File: src/rtl/clksyn_pkg.sv
package clksyn_pkg;
  localparam int DW       = 8;
  localparam int IW       = 8;
  localparam int M_W      = 7;
  localparam int N_W      = 5;
  localparam int R_W      = 2;
  localparam int KEY_IDX  = 8'h08;
  localparam int KEY_VAL  = 8'h06;
  localparam int EXT_HI   = 8'h18;
  localparam int NR_IDX   = 8'h12;
  localparam int M_IDX    = 8'h13;
  localparam int CTL_IDX  = 8'h15;
  localparam int DBL2_IDX = 8'h18;
  localparam int LOAD_BIT = 5;
  localparam int DBL1_BIT = 4;
  localparam int DBL2_BIT = 7;
  localparam int R_LSB    = N_W;

  typedef struct packed {
    logic [R_W-1:0] r;
    logic [N_W-1:0] n;
    logic [M_W-1:0] m;
  } pll_coef_t;

  function automatic logic [DW-1:0] field_mask(input int idx);
    if (idx == NR_IDX) return DW'((1 << (R_W + N_W)) - 1);
    if (idx == M_IDX)  return DW'((1 << M_W) - 1);
    return {DW{1'b1}};
  endfunction
endpackage

File: src/rtl/clksyn_index_lock.sv
module clksyn_index_lock
  import clksyn_pkg::*;
(
  input  logic          clk,
  input  logic          rst_n,
  input  logic          idx_we,
  input  logic          key_we,
  input  logic [DW-1:0] wdata,
  output logic [IW-1:0] idx,
  output logic [DW-1:0] key_q,
  output logic          unlocked
);
  always_ff @(posedge clk) begin
    if (!rst_n) begin
      idx   <= '0;
      key_q <= '0;
    end else begin
      if (idx_we) idx <= wdata[IW-1:0];
      if (key_we) key_q <= wdata;
    end
  end

  assign unlocked = (key_q == DW'(KEY_VAL));

  // the lock state may only change on a key write
  p_lock_by_key_r3: assert property (@(posedge clk) disable iff (!rst_n)
    !key_we |=> $stable(unlocked));
endmodule

File: src/rtl/clksyn_ext_bank.sv
module clksyn_ext_bank
  import clksyn_pkg::*;
(
  input  logic          clk,
  input  logic          rst_n,
  input  logic          we,
  input  logic          unlocked,
  input  logic [IW-1:0] idx,
  input  logic [DW-1:0] wdata,
  output logic [DW-1:0] rdata,
  output pll_coef_t     staged,
  output logic          dbl_a,
  output logic          dbl_b
);
  localparam int LO = KEY_IDX + 1;
  localparam int HI = EXT_HI;

  logic [DW-1:0] regs [LO:HI];

  for (genvar g = LO; g <= HI; g++) begin : g_reg
    localparam logic [DW-1:0] MASK = field_mask(g);
    always_ff @(posedge clk) begin
      if (!rst_n) regs[g] <= '0;
      else if (we && unlocked && idx == IW'(g)) regs[g] <= wdata & MASK;
    end
  end

  always_comb begin
    rdata = '0;
    for (int i = LO; i <= HI; i++)
      if (unlocked && idx == IW'(i)) rdata = regs[i];
  end

  assign staged.r = regs[NR_IDX][R_LSB +: R_W];
  assign staged.n = regs[NR_IDX][N_W-1:0];
  assign staged.m = regs[M_IDX][M_W-1:0];
  assign dbl_a    = regs[CTL_IDX][DBL1_BIT];
  assign dbl_b    = regs[DBL2_IDX][DBL2_BIT];

  // a locked bank reads as zero
  p_locked_zero_r2: assert property (@(posedge clk) disable iff (!rst_n)
    !unlocked |-> rdata == '0);
endmodule

File: src/rtl/clksyn_pll_active.sv
module clksyn_pll_active
  import clksyn_pkg::*;
(
  input  logic      clk,
  input  logic      rst_n,
  input  logic      load,
  input  pll_coef_t staged,
  output pll_coef_t active
);
  always_ff @(posedge clk) begin
    if (!rst_n) active <= '0;
    else if (load) active <= staged;
  end

  // a load pulse copies the staged set
  p_load_copy_r5: assert property (@(posedge clk) disable iff (!rst_n)
    load |=> active == $past(staged));
  // without a load the active set holds
  p_active_hold_r6: assert property (@(posedge clk) disable iff (!rst_n)
    !load |=> $stable(active));
endmodule

File: src/rtl/clksyn_regfile.sv
module clksyn_regfile
  import clksyn_pkg::*;
(
  input  logic          clk,
  input  logic          rst_n,
  input  logic          bus_wr,
  input  logic          bus_addr,
  input  logic [DW-1:0] bus_wdata,
  output logic [DW-1:0] bus_rdata,
  input  logic          misc_wr,
  input  logic [DW-1:0] misc_wdata,
  output logic [DW-1:0] misc_rdata,
  output logic [M_W-1:0] pll_m,
  output logic [N_W-1:0] pll_n,
  output logic [R_W-1:0] pll_r,
  output logic [1:0]    clk_src,
  output logic          pll_sel,
  output logic          dbl_en
);
  logic [IW-1:0] idx;
  logic [DW-1:0] key_q, bank_rd, misc_q;
  logic          unlocked, data_we, key_we, load, dbl_a, dbl_b;
  pll_coef_t     staged, active;

  assign data_we = bus_wr && bus_addr;
  assign key_we  = data_we && idx == IW'(KEY_IDX);
  assign load    = data_we && unlocked && idx == IW'(CTL_IDX) && bus_wdata[LOAD_BIT];

  clksyn_index_lock u_lock (
    .clk(clk), .rst_n(rst_n), .idx_we(bus_wr && !bus_addr), .key_we(key_we),
    .wdata(bus_wdata), .idx(idx), .key_q(key_q), .unlocked(unlocked));

  clksyn_ext_bank u_bank (
    .clk(clk), .rst_n(rst_n), .we(data_we), .unlocked(unlocked), .idx(idx),
    .wdata(bus_wdata), .rdata(bank_rd), .staged(staged), .dbl_a(dbl_a), .dbl_b(dbl_b));

  clksyn_pll_active u_act (
    .clk(clk), .rst_n(rst_n), .load(load), .staged(staged), .active(active));

  always_ff @(posedge clk) begin
    if (!rst_n) misc_q <= '0;
    else if (misc_wr) misc_q <= misc_wdata;
  end

  always_comb begin
    if (!bus_addr)                 bus_rdata = DW'(idx);
    else if (idx == IW'(KEY_IDX))  bus_rdata = key_q;
    else                           bus_rdata = bank_rd;
  end

  assign misc_rdata = misc_q;
  assign clk_src    = misc_q[3:2];
  assign pll_sel    = (misc_q[3:2] == 2'b11);
  assign dbl_en     = dbl_a & dbl_b;
  assign pll_m      = active.m;
  assign pll_n      = active.n;
  assign pll_r      = active.r;

  // the clock source moves only after a misc write
  p_src_by_misc_r7: assert property (@(posedge clk) disable iff (!rst_n)
    !$stable(clk_src) |-> $past(misc_wr));
  // the doubler turns on only through an unlocked data write
  p_dbl_by_write_r8: assert property (@(posedge clk) disable iff (!rst_n)
    $rose(dbl_en) |-> $past(data_we && unlocked));
  // locked extended data reads return zero
  p_locked_read_r2: assert property (@(posedge clk) disable iff (!rst_n)
    (bus_addr && !unlocked && idx > IW'(KEY_IDX) && idx <= IW'(EXT_HI)) |-> bus_rdata == '0);
endmodule

File: config.mk
export PLATFORM = sky130hd
export DESIGN_NAME = clksyn_regfile
export DESIGN_NICKNAME = d
export VERILOG_FILES = /design/src/rtl/clksyn_pkg.sv /design/src/rtl/clksyn_index_lock.sv /design/src/rtl/clksyn_ext_bank.sv /design/src/rtl/clksyn_pll_active.sv /design/src/rtl/clksyn_regfile.sv
export SDC_FILE = /design/constraint.sdc
export NUM_CORES = 1
export LEC_CHECK = 0
export BUFFER_PORTS_ARGS = -buffer_cell sky130_fd_sc_hd__buf_4
export CAP_MARGIN = 20
export CORE_MARGIN = 4
export CORE_UTILIZATION = 55
export DETAILED_ROUTE_END_ITERATION = 12
export PLACE_DENSITY = 0.76
export RECOVER_POWER = 50
export SLEW_MARGIN = 20
export SYNTH_ARGS = -nofsm -noshare
export SYNTH_HDL_FRONTEND = slang
export SYNTH_HIERARCHICAL = 1
export SYNTH_SLANG_ARGS = --single-unit
File: constraint.sdc
create_clock -name clk -period 3.3 [get_ports clk]
set_clock_uncertainty 0.1 [all_clocks]
set_input_delay 0.66 -clock clk [delete_from_list [all_inputs] [get_ports clk]]
set_output_delay 0.66 -clock clk [all_outputs]
set_load 0.005 [all_outputs]
==> results.md, run 1 <==
- Final core occ: between 60% and 70%
- Count of distinct cell types in the synthesized netlist: slightly above 60
- Global-route congestion overflow total: 0
- Via/cell ratio: roughly 6.0
- Type of the worst min-delay path: input pin to register
- Final ANT Viol Nets: 0
- Number of inserted diodes: 0
- Clock latency reported for the late side of the worst-skew pair: 0.42 ns
- Placed cells: 973
- Sequential standard cell area: between 4000 and 5000 sq um
- Iteration count of the initial detailed-routing pass: 5
- Hold depth: 3
- Leading cell types by total area after synthesis: edfxtp_1, and2_1, dfxtp_1
- Beginning of the worst register-to-register path: u_lock/idx[0]
- Multi-input gate area: around 3500 sq um
- Crit start category: register
- Number of max-cap violations: 1
- CP Max Fanout: 6
- Master of the slowest instance on the critical path: or4_4
- P_leak: roughly 3.5 nW
- Vertical die dimension: between 100 and 150 microns
- Critical path data arrival time: around 3.2 ns
- Final worst path period share: 118.6%
- Clock-pin slew of the registers on the worst-case setup and hold paths: ~0.060 ns
- Final wirelength: 22,480 microns
- Max Slew Vio Count: 59
- Post-synth EDFFs: between 100 and 150
- Worst-case reg-to-reg path depth: 7
- Delay of the slowest cell on the worst path: 0.54 ns
- Nets: between 800 and 900
- Detailed-placement wirelength estimate: 15,520 microns
- TritonCTS Sinks: between 150 and 200
- Required @ worst endpoint: 2.54 ns
- Cell types with the highest counts after synthesis: and2_1, edfxtp_1, mux2i_1
- Wire length per cell after detailed routing: approximately 22 microns
- Number of H-tree levels: 4
- Peak supply drop: approximately 0.37 mV
- Avg Cell Area, Syn: 11.28 sq um
- CTS tree: built
- Worst setup slack after layout: -0.6144 ns
- Final setup vio count: 104
- Failing checks: max-capacitance violations, max-slew violations, negative setup slack
- Pin count of the biggest net entering global routing: 59
- Worst Hold Launch: misc_wdata[7]
- DR DRC count: 0
- Number of core rows: 44
- Final hold slack: ~0.39 ns
- Most used DFF post-synth: edfxtp_1
- Run status: finished with violations
- Num CTS Buffers: 17
- Combined global-route utilization of all metal layers: between 20% and 30%
- Clock period minus worst slack: roughly 4 ns
- Register-to-register setup slack: between 0.2 and 0.25 ns
- Final-report hold violation count: 0
- Buffer depth of the longest clock path: 2
- Final cell count without fillers: between 1,000 and 1,500
- Post-synth ARST share: 0%
- Die Area: approximately 17,000 sq um
- Netlist area before placement: roughly 8200 sq um
- Total via count after detailed routing: 6,073
- Highest achievable clock rate: between 200 and 300 MHz
- Global-route wire length before repair: roughly 34,000 microns
- Capture instance of the worst register-to-register path: u_bank/regs[2][56]
- Count of yosys warnings during synthesis: 6
- Number of buffers inserted for hold repair after clock tree synthesis: 0
- Yosys top cell area share: 46.03%
- Slew HR: -41.08%
- Power Density: between 400 and 500 nW/um^2
- Number of ports placed on the die boundary: 55
- Cell seen most often among critical-path stages: buf_4
- Number of fill cells in the layout: between 1,000 and 1,500
- Initial antenna violation count: 0
- CP Cell Sequence: or4_4 -> nor4_4 -> buf_6 -> buf_4 -> nand3_1 -> o31ai_1 -> nor3_2 -> o32ai_2 -> o21ai_1 -> a31oi_1 -> buf_4
- Effective utilization at floorplan: 56.35%
- Hold endpoint: misc_rdata[7]
- Core footprint: approximately 15,000 sq um
- Violation count after the first detailed-route iteration: 550
- Via count of the first global-routing pass: between 5,000 and 6,000
- Die width: 130.3 microns
- Synthesized flop and latch total: 164
- Layout Area Growth over Synthesis: 18.68%
- Setup repair after global routing missed its margin: yes
- Area leader, netlist: edfxtp_1
- Syn nets: 750
- Crit end category: output port
- Fraction of final layout cells sized beyond drive strength 1: between 20% and 30%
- Post-synthesis instance total: about 730
- Port Buf Inserts: between 50 and 60
- Leading cell type by number of instances after synthesis: and2_1
- Global placer's final weighted congestion: ~1.0
- Kind of critical path: register to output port
- Part of the Yosys area used for sequential elements: a little under three fifths
- Buffer type at the clock tree root: clkbuf_16
- Transition time of the tightest slew-check pin: roughly 2.1 ns
cells in the final DEF (no fill, tap or decap), types with 4 or more instances in the layout:
cell type   instances
o21ai_0            28
clkinvlp_4          4
mux2_2              8
buf_4              84
nand2_1            20
nor2_1             39
o211ai_1            9
clkbuf_16          17
mux2i_1            52
and2_1            127
clkbuf_4           22
nand2b_1            7
nand3_1            19
a31oi_1             9
o21ai_1            11
nand3b_1            4
dfxtp_1            35
a22oi_1             8
inv_1               4
buf_6               8
edfxtp_1          126
and3_1              4
nor2b_1            42
clkbuf_1           17
a21oi_1            17
nor3_1             11
power breakdown:
group          switching (W)  leakage (nW)  internal [W]
clock               0.000803         0.255       0.00103
sequential         0.0000426          1.61       0.00228
combinational       0.000215          1.64      0.000131
total                0.00106          3.50       0.00344
worst max-delay path, delay by kind of cell (launching register included):
kind,cells,cell delay (ns)
buffers and inverters,3,0.41
AND/OR/NAND/NOR,4,0.94
AO/OA/AOI/OAI,4,1.06
flip-flops,1,0.32
flip-flops by register name, indices dropped and copies added (netlist names):
register	cells
u_act/active	14
u_lock/idx	8
u_bank/regs	126
misc_rdata	8
u_lock/key_q	8
layout make-up:
| class | instances | share of cell area (%) |
|---|---|---|
| clock buffers | 19 | 4.438 |
| clock inverters | 13 | 1.116 |
| inverters | 5 | 0.1924 |
| multi-input cells | 496 | 35.48 |
| flip-flops and latches | 164 | 46.62 |
| well taps | 184 | 2.360 |
| repair buffers | 132 | 9.799 |
worst max path at each step:
stage | startpoint | to | slack [ns]
4_1_cts | u_lock/key_q[6] | bus_rdata[7] | -0.61
5_1_grt | u_lock/key_q[6] | bus_rdata[7] | -0.69
3_5_place_dp | u_lock/key_q[3] | bus_rdata[7] | -0.29
6_report | u_lock/key_q[6] | bus_rdata[7] | -0.61
2_1_floorplan | u_lock/key_q[3] | bus_rdata[1] | 0.005
3_3_place_gp | u_lock/key_q[3] | bus_rdata[7] | -0.24
metal layers:
layer	global-route usage (%)	wire length, microns	vias to the layer above
met5	0	0	-
met4	7.396	457	0
met3	5.158	1604	34
met2	43.45	10800	256
met1	38.19	9615	2981
li1	-	-	2802
stage by stage:
stage                     power [W]  setup slack, ns  TNS, ns  cell area, sq um
after floorplan            0.002542         0.005475        0              8224
final                      0.004505          -0.6144   -15.70              9756
after global placement     0.002696          -0.2371  -0.8451              9039
after detailed placement   0.002703          -0.2877   -1.179              9039
after global routing       0.004652          -0.6933   -46.56              9756
after CTS                  0.004522          -0.6078   -3.967              9752
repair_timing:
item	4_1_cts	5_1_grt
pin swaps	21	12
gates resized for setup	30	14
setup endpoints to repair	8	8
buffers inserted	6	1
gates cloned	1	0
kinds of logic (layout without fill, tap and decap cells):
| kind of cell | Yosys count | in the layout | share of synthesized area (%) |
|---|---|---|---|
| buf+inv | 69 | 169 | 4.520 |
| simple gates | 305 | 305 | 21.92 |
| flops | 164 | 164 | 55.28 |
| compound gates | 128 | 128 | 10.03 |
| mux | 63 | 63 | 8.250 |
(Power assumes the default switching activity.)
==> inputs of run 2 (changes only) <==
--- a/config.mk
+++ b/config.mk
@@ -12,4 +12,6 @@
 export DETAILED_ROUTE_END_ITERATION = 12
+export MAX_ROUTING_LAYER = met4
 export PLACE_DENSITY = 0.76
 export RECOVER_POWER = 50
+export SKIP_CTS_REPAIR_TIMING = 1
 export SLEW_MARGIN = 20
--- a/constraint.sdc
+++ b/constraint.sdc
@@ -4,2 +4,2 @@
 set_output_delay 0.66 -clock clk [all_outputs]
-set_load 0.005 [all_outputs]
+set_load 0.1 [all_outputs]
==> results.md, run 2 (synthesized netlist as in run 1, its figures left out) <==
- Run status: finished with violations
- Failing checks: max-capacitance violations, max-slew violations, negative setup slack
- Number of max-cap violations: 1
- Combined global-route utilization of all metal layers: around 29%
- Layout Area Growth over Synthesis: 21.55%
- P_leak: roughly 3.6 nW
- Power Density: about 460 nW/um^2
- Final core occ: between 60% and 70%
- Number of core rows: 44
- CTS tree: built
- Final ANT Viol Nets: 0
- Slew HR: -7.797%
- CP Max Fanout: 10
- Total via count after detailed routing: approximately 6,100
- Clock latency reported for the late side of the worst-skew pair: between 0.4 and 0.5 ns
- Peak supply drop: about 0.42 mV
- Die width: around 130 microns
- Register with the highest flop count: u_bank/regs
- Final setup vio count: 8
- Transition time of the tightest slew-check pin: 1.617 ns
- Required @ worst endpoint: 2.54 ns
- Via/cell ratio: between 5 and 6
- Effective utilization at floorplan: 56.35%
- DR DRC count: 0
- Final wirelength: about 23,000 microns
- Type of the worst min-delay path: input pin to register
- Number of fill cells in the layout: ~1,100
- Initial antenna violation count: 1
- Via count of the first global-routing pass: approximately 6,000
- Wire length per cell after detailed routing: about 22 microns
- Buffer type at the clock tree root: clkbuf_16
- Final-report hold violation count: 0
- Pin count of the biggest net entering global routing: 46
- Area of all placed cells without fillers: 9992 sq um
- Port Buf Inserts: 54
- Global-route wire length before repair: 35,000 microns
- Num CTS Buffers: 17
- Violation count after the first detailed-route iteration: a little over 600
- Commonest non-fill, non-tap cells in the layout: and2_1, edfxtp_1, buf_4, mux2i_1, nor2b_1
- Critical path data arrival time: approximately 3.3 ns
- Clock-pin slew of the registers on the worst-case setup and hold paths: 0.06 ns
- Kind of critical path: register to output port
- Highest achievable clock rate: approximately 240 MHz
- Number of H-tree levels: 4
- Global placer's final weighted congestion: 0.9754
- Core footprint: roughly 15,000 sq um
- Area of placed instances: about 9300 sq um
- Iteration count of the initial detailed-routing pass: 5
- Buffer depth of the longest clock path: 2
- Number of ports placed on the die boundary: 55
- Setup repair after global routing missed its margin: yes
- Global-route congestion overflow total: 0
- Number of inserted diodes: 0
- Vertical die dimension: 130.3 microns
- Crit end category: output port
- Max Slew Vio Count: 46
- Detailed-placement wirelength estimate: roughly 16,000 microns
- Clock period minus worst slack: around 4.1 ns
- Crit start category: register
- TritonCTS Sinks: 164
- Flip-flop count of the largest register after layout: about 130
- Fraction of final layout cells sized beyond drive strength 1: 23.96%
- Die Area: about 17,000 sq um
- Largest regs: u_bank/regs (126), u_act/active (14)
- Commonest non-fill, non-tap cell in the layout: and2_1
- Worst setup slack after layout: -0.8033 ns
- Final worst path period share: 124.3%
- Nets: around 850
-- run 2: cell types whose count changed in the layout (fill, tap and decap cells not counted), moves of 3 or more --
cell | previous run | this run
o21ai_0 | 28 | 32
o21ai_1 | 11 | 5
clkinv_2 | 3 | 0
buf_12 | 0 | 9
buf_4 | 84 | 104
buf_6 | 8 | 2
clkbuf_4 | 22 | 0
a31oi_4 | 0 | 8
a31oi_1 | 9 | 2
clkbuf_1 | 17 | 31
-- run 2: critical path: stages, from the launching register on --
cell and delay (ns):
dfxtp_2 0.32, or4_4 0.54, nor4_4 0.18, buf_6 0.19
nand3b_1 0.13, buf_6 0.17, a211oi_1 0.25, nor3_1 0.13
o32ai_2 0.33, buf_4 0.16, o21ai_1 0.09, a31oi_4 0.22
buf_12 0.20
-- run 2: worst paths after layout --
path         depth (start not counted)  slack [ns]       startpoint         endpoint
max reg2reg                          8        0.20  u_lock/key_q[3]  u_act/active[2]
min                                  3        0.39    misc_wdata[6]    misc_rdata[6]
min reg2reg                          2        0.41    misc_rdata[6]    misc_rdata[6]
max                                 12       -0.80  u_lock/key_q[3]     bus_rdata[7]
-- run 2: power breakdown --
group	leakage (nW)	switching [W]	internal (W)
Combinational	1.71	0.000334	0.000157
Sequential	1.61	0.0000367	0.00228
Clock	0.248	0.000831	0.000968
Total	3.57	0.00120	0.00340
-- run 2: layout make-up --
class                      instances  area (sq um)  share of cell area (%)
clock buffer                      18         429.2                   4.295
tap                              184         230.2                   2.304
timing repair buffer             146          1111                   11.12
sequential                       164          4548                   45.52
multi-input combinational        496          3550                   35.52
inverter                           5         18.77                  0.1878
clock inverter                    14         105.1                   1.052
-- run 2: per-stage QoR --
step	worst slack, ns	cells	total power, W	TNS (ns)	hold slack (ns)
floorplan	-0.2887	729	0.002656	-1.658	0.4047
global placement	-0.4806	988	0.002816	-3.103	0.3992
detailed placement	-0.5150	988	0.002827	-3.460	0.4088
CTS	-1.003	1020	0.004617	-7.391	0.3698
global route	-0.8814	1027	0.004746	-6.219	0.3949
finish	-0.8033	1027	0.004604	-5.463	0.3927
-- run 2: metal layers --
metal	vias to the layer above	part of all wire (%)	GRT usage (%)
met3	37	7.0	6.222
met1	3011	43	38.63
met2	250	48	44.27
met5	-	0	-
met4	0	2.0	9.841
li1	2833	-	-
==> inputs of run 3 (changes only) <==
Settings changed: PLACE_DENSITY 0.76 to default, PLACE_DENSITY_LB_ADDON from default to 0.2.
==> results.md, run 3 (synthesized netlist as in run 1, its figures left out) <==
- Run status: finished with violations
- Number of core rows: 44
- Net Sw Frac: between 20 and 25%
- Clock network power share: about two fifths
- Global placer's final weighted congestion: between 1 and 1.5
- Final worst path period share: 123.6%
- Total via count after detailed routing: a little over 6,000
- Clock-pin slew of the registers on the worst-case setup and hold paths: 0.06 ns
- Core footprint: approximately 15,000 sq um
- Final cell count without fillers: approximately 1,000
- Setup TNS: -5.579 ns
- Beginning of the worst register-to-register path: u_lock/key_q[3]
- Failing checks: antenna violations, max-capacitance violations, max-slew violations, negative setup slack
- Setup repair after global routing missed its margin: yes
- Commonest non-fill, non-tap cells in the layout: and2_1, edfxtp_1, buf_4, mux2i_1, nor2b_1
- CP Max Fanout: 5
- Worst setup slack after layout: -0.7773 ns
- Via count of the first global-routing pass: 5,925
- Die width: 130.3 microns
- Commonest non-fill, non-tap cell in the layout: and2_1
- Effective utilization at floorplan: approximately 56%
- Die Area: 16,970 sq um
- Final-report hold violation count: 0
- Initial antenna violation count: 0
- Number of fill cells in the layout: 1,106
- Layout Area Growth over Synthesis: 24.44%
- Sequential standard cell area: approximately 4500 sq um
- Net switching power: around 0.0012 W
- Wire length per cell after detailed routing: approximately 23 microns
- Worst-case reg-to-reg path depth: 13
- Number of H-tree levels: 4
- Num CTS Buffers: 17
- Iteration count of the initial detailed-routing pass: 5
- Largest regs: u_bank/regs (126), u_act/active (14)
- Final ANT Viol Nets: 1
- Kind of critical path: register to output port
- Final core occ: approximately 70%
- Via/cell ratio: just under 6
- Vertical die dimension: approximately 130 microns
- Nets: 855
- Detailed-placement wirelength estimate: roughly 16,000 microns
- Global-route wire length before repair: between 30,000 and 40,000 microns
- Pin count of the biggest net entering global routing: 46
- Type of the worst min-delay path: input pin to register
- Sequential power share: about half
- Pwr Total: 0.004800 W
- Cell-internal power: ~0.0036 W
- Number of ports placed on the die boundary: 55
- Part of the power in combinational logic: about a tenth
- Combined global-route utilization of all metal layers: 29.14%
- Worst Hold Launch: misc_wdata[7]
- Fraction of final layout cells sized beyond drive strength 1: 26.33%
- Violation count after the first detailed-route iteration: ~490
- Crit end category: output port
- Multi-input gate area: 3627 sq um
- Port Buf Inserts: 54
- Crit start category: register
- Peak supply drop: 0.4058 mV
- Transition time of the tightest slew-check pin: between 1.5 and 2 ns
- Buffer type at the clock tree root: clkbuf_16
- Global-route congestion overflow total: 0
- DR DRC count: 0
- Slew HR: -6.790%
- P_leak: 3.678 nW
- Buffer depth of the longest clock path: 2
- Critical path data arrival time: roughly 3.3 ns
- Highest achievable clock rate: between 200 and 250 MHz
- Required @ worst endpoint: 2.54 ns
- Flip-flop count of the largest register after layout: 126
- Clock latency reported for the late side of the worst-skew pair: roughly 0.43 ns
- Number of max-cap violations: 1
- Max Slew Vio Count: 46
- Placed cells: 995
- Final wirelength: 23,400 microns
- Post-placement setup slack: -0.5115 ns
- Clock period minus worst slack: 4.077 ns
- Hold depth: 3
- CTS tree: built
- TritonCTS Sinks: between 150 and 200
- Worst setup path startpoint: u_lock/key_q[3]
- Register with the highest flop count: u_bank/regs
- Final setup vio count: 8
- Power Density: around 470 nW/um^2
run 3: area by class of cell:
type                       count  area share (%)
clock buffer                  26           5.406
tap                          184           2.250
multi-input combinational    496           35.46
inverter                       5          0.1835
sequential                   164           44.46
antenna                        5          0.1223
timing repair buffer         150           11.61
clock inverter                 6          0.5137
run 3: critical path: stages, from the launching register on:
cell and delay (ns):
dfxtp_2 0.32, or4_4 0.53, nor4_4 0.20, buf_6 0.18
buf_6 0.10, buf_6 0.08, and3b_2 0.23, buf_6 0.13
a32oi_2 0.06, nor2_2 0.17, a31oi_2 0.08, a21oi_2 0.25
o21ai_2 0.11, a31oi_4 0.23, buf_12 0.20
run 3: final timing paths:
path / to / slack [ns]
setup / recovery: bus_rdata[5] / -0.78
hold / removal: misc_rdata[7] / 0.39
setup reg to reg: u_bank/regs[3][5] / 0.23
hold reg to reg: u_act/active[0] / 0.42
run 3: routing by layer:
metal  wire length [microns]  share of wire [%]  global-route usage, %
met3                    1435                6.1                  6.140
met4                     422                1.8                  8.924
met1                   10470                 45                  39.21
met5                       0                  0                      -
met2                   11070                 47                  44.72
run 3: power groups by stage:
stage          sequential, W  combinational [W]  clock [W]
2_1_floorplan        0.00239           0.000270          0
3_3_place_gp         0.00235           0.000475          0
3_5_place_dp         0.00235           0.000480          0
4_1_cts              0.00231           0.000483    0.00201
5_1_grt              0.00232           0.000535    0.00209
6_report             0.00231           0.000509    0.00198
run 3: stage by stage:
step | area (sq um) | hold WS (ns)
after floorplan | 8412 | 0.4047
after global placement | 9387 | 0.3967
after detailed placement | 9387 | 0.4081
after CTS | 9992 | 0.3760
after global routing | 10220 | 0.3905
final | 10230 | 0.3919
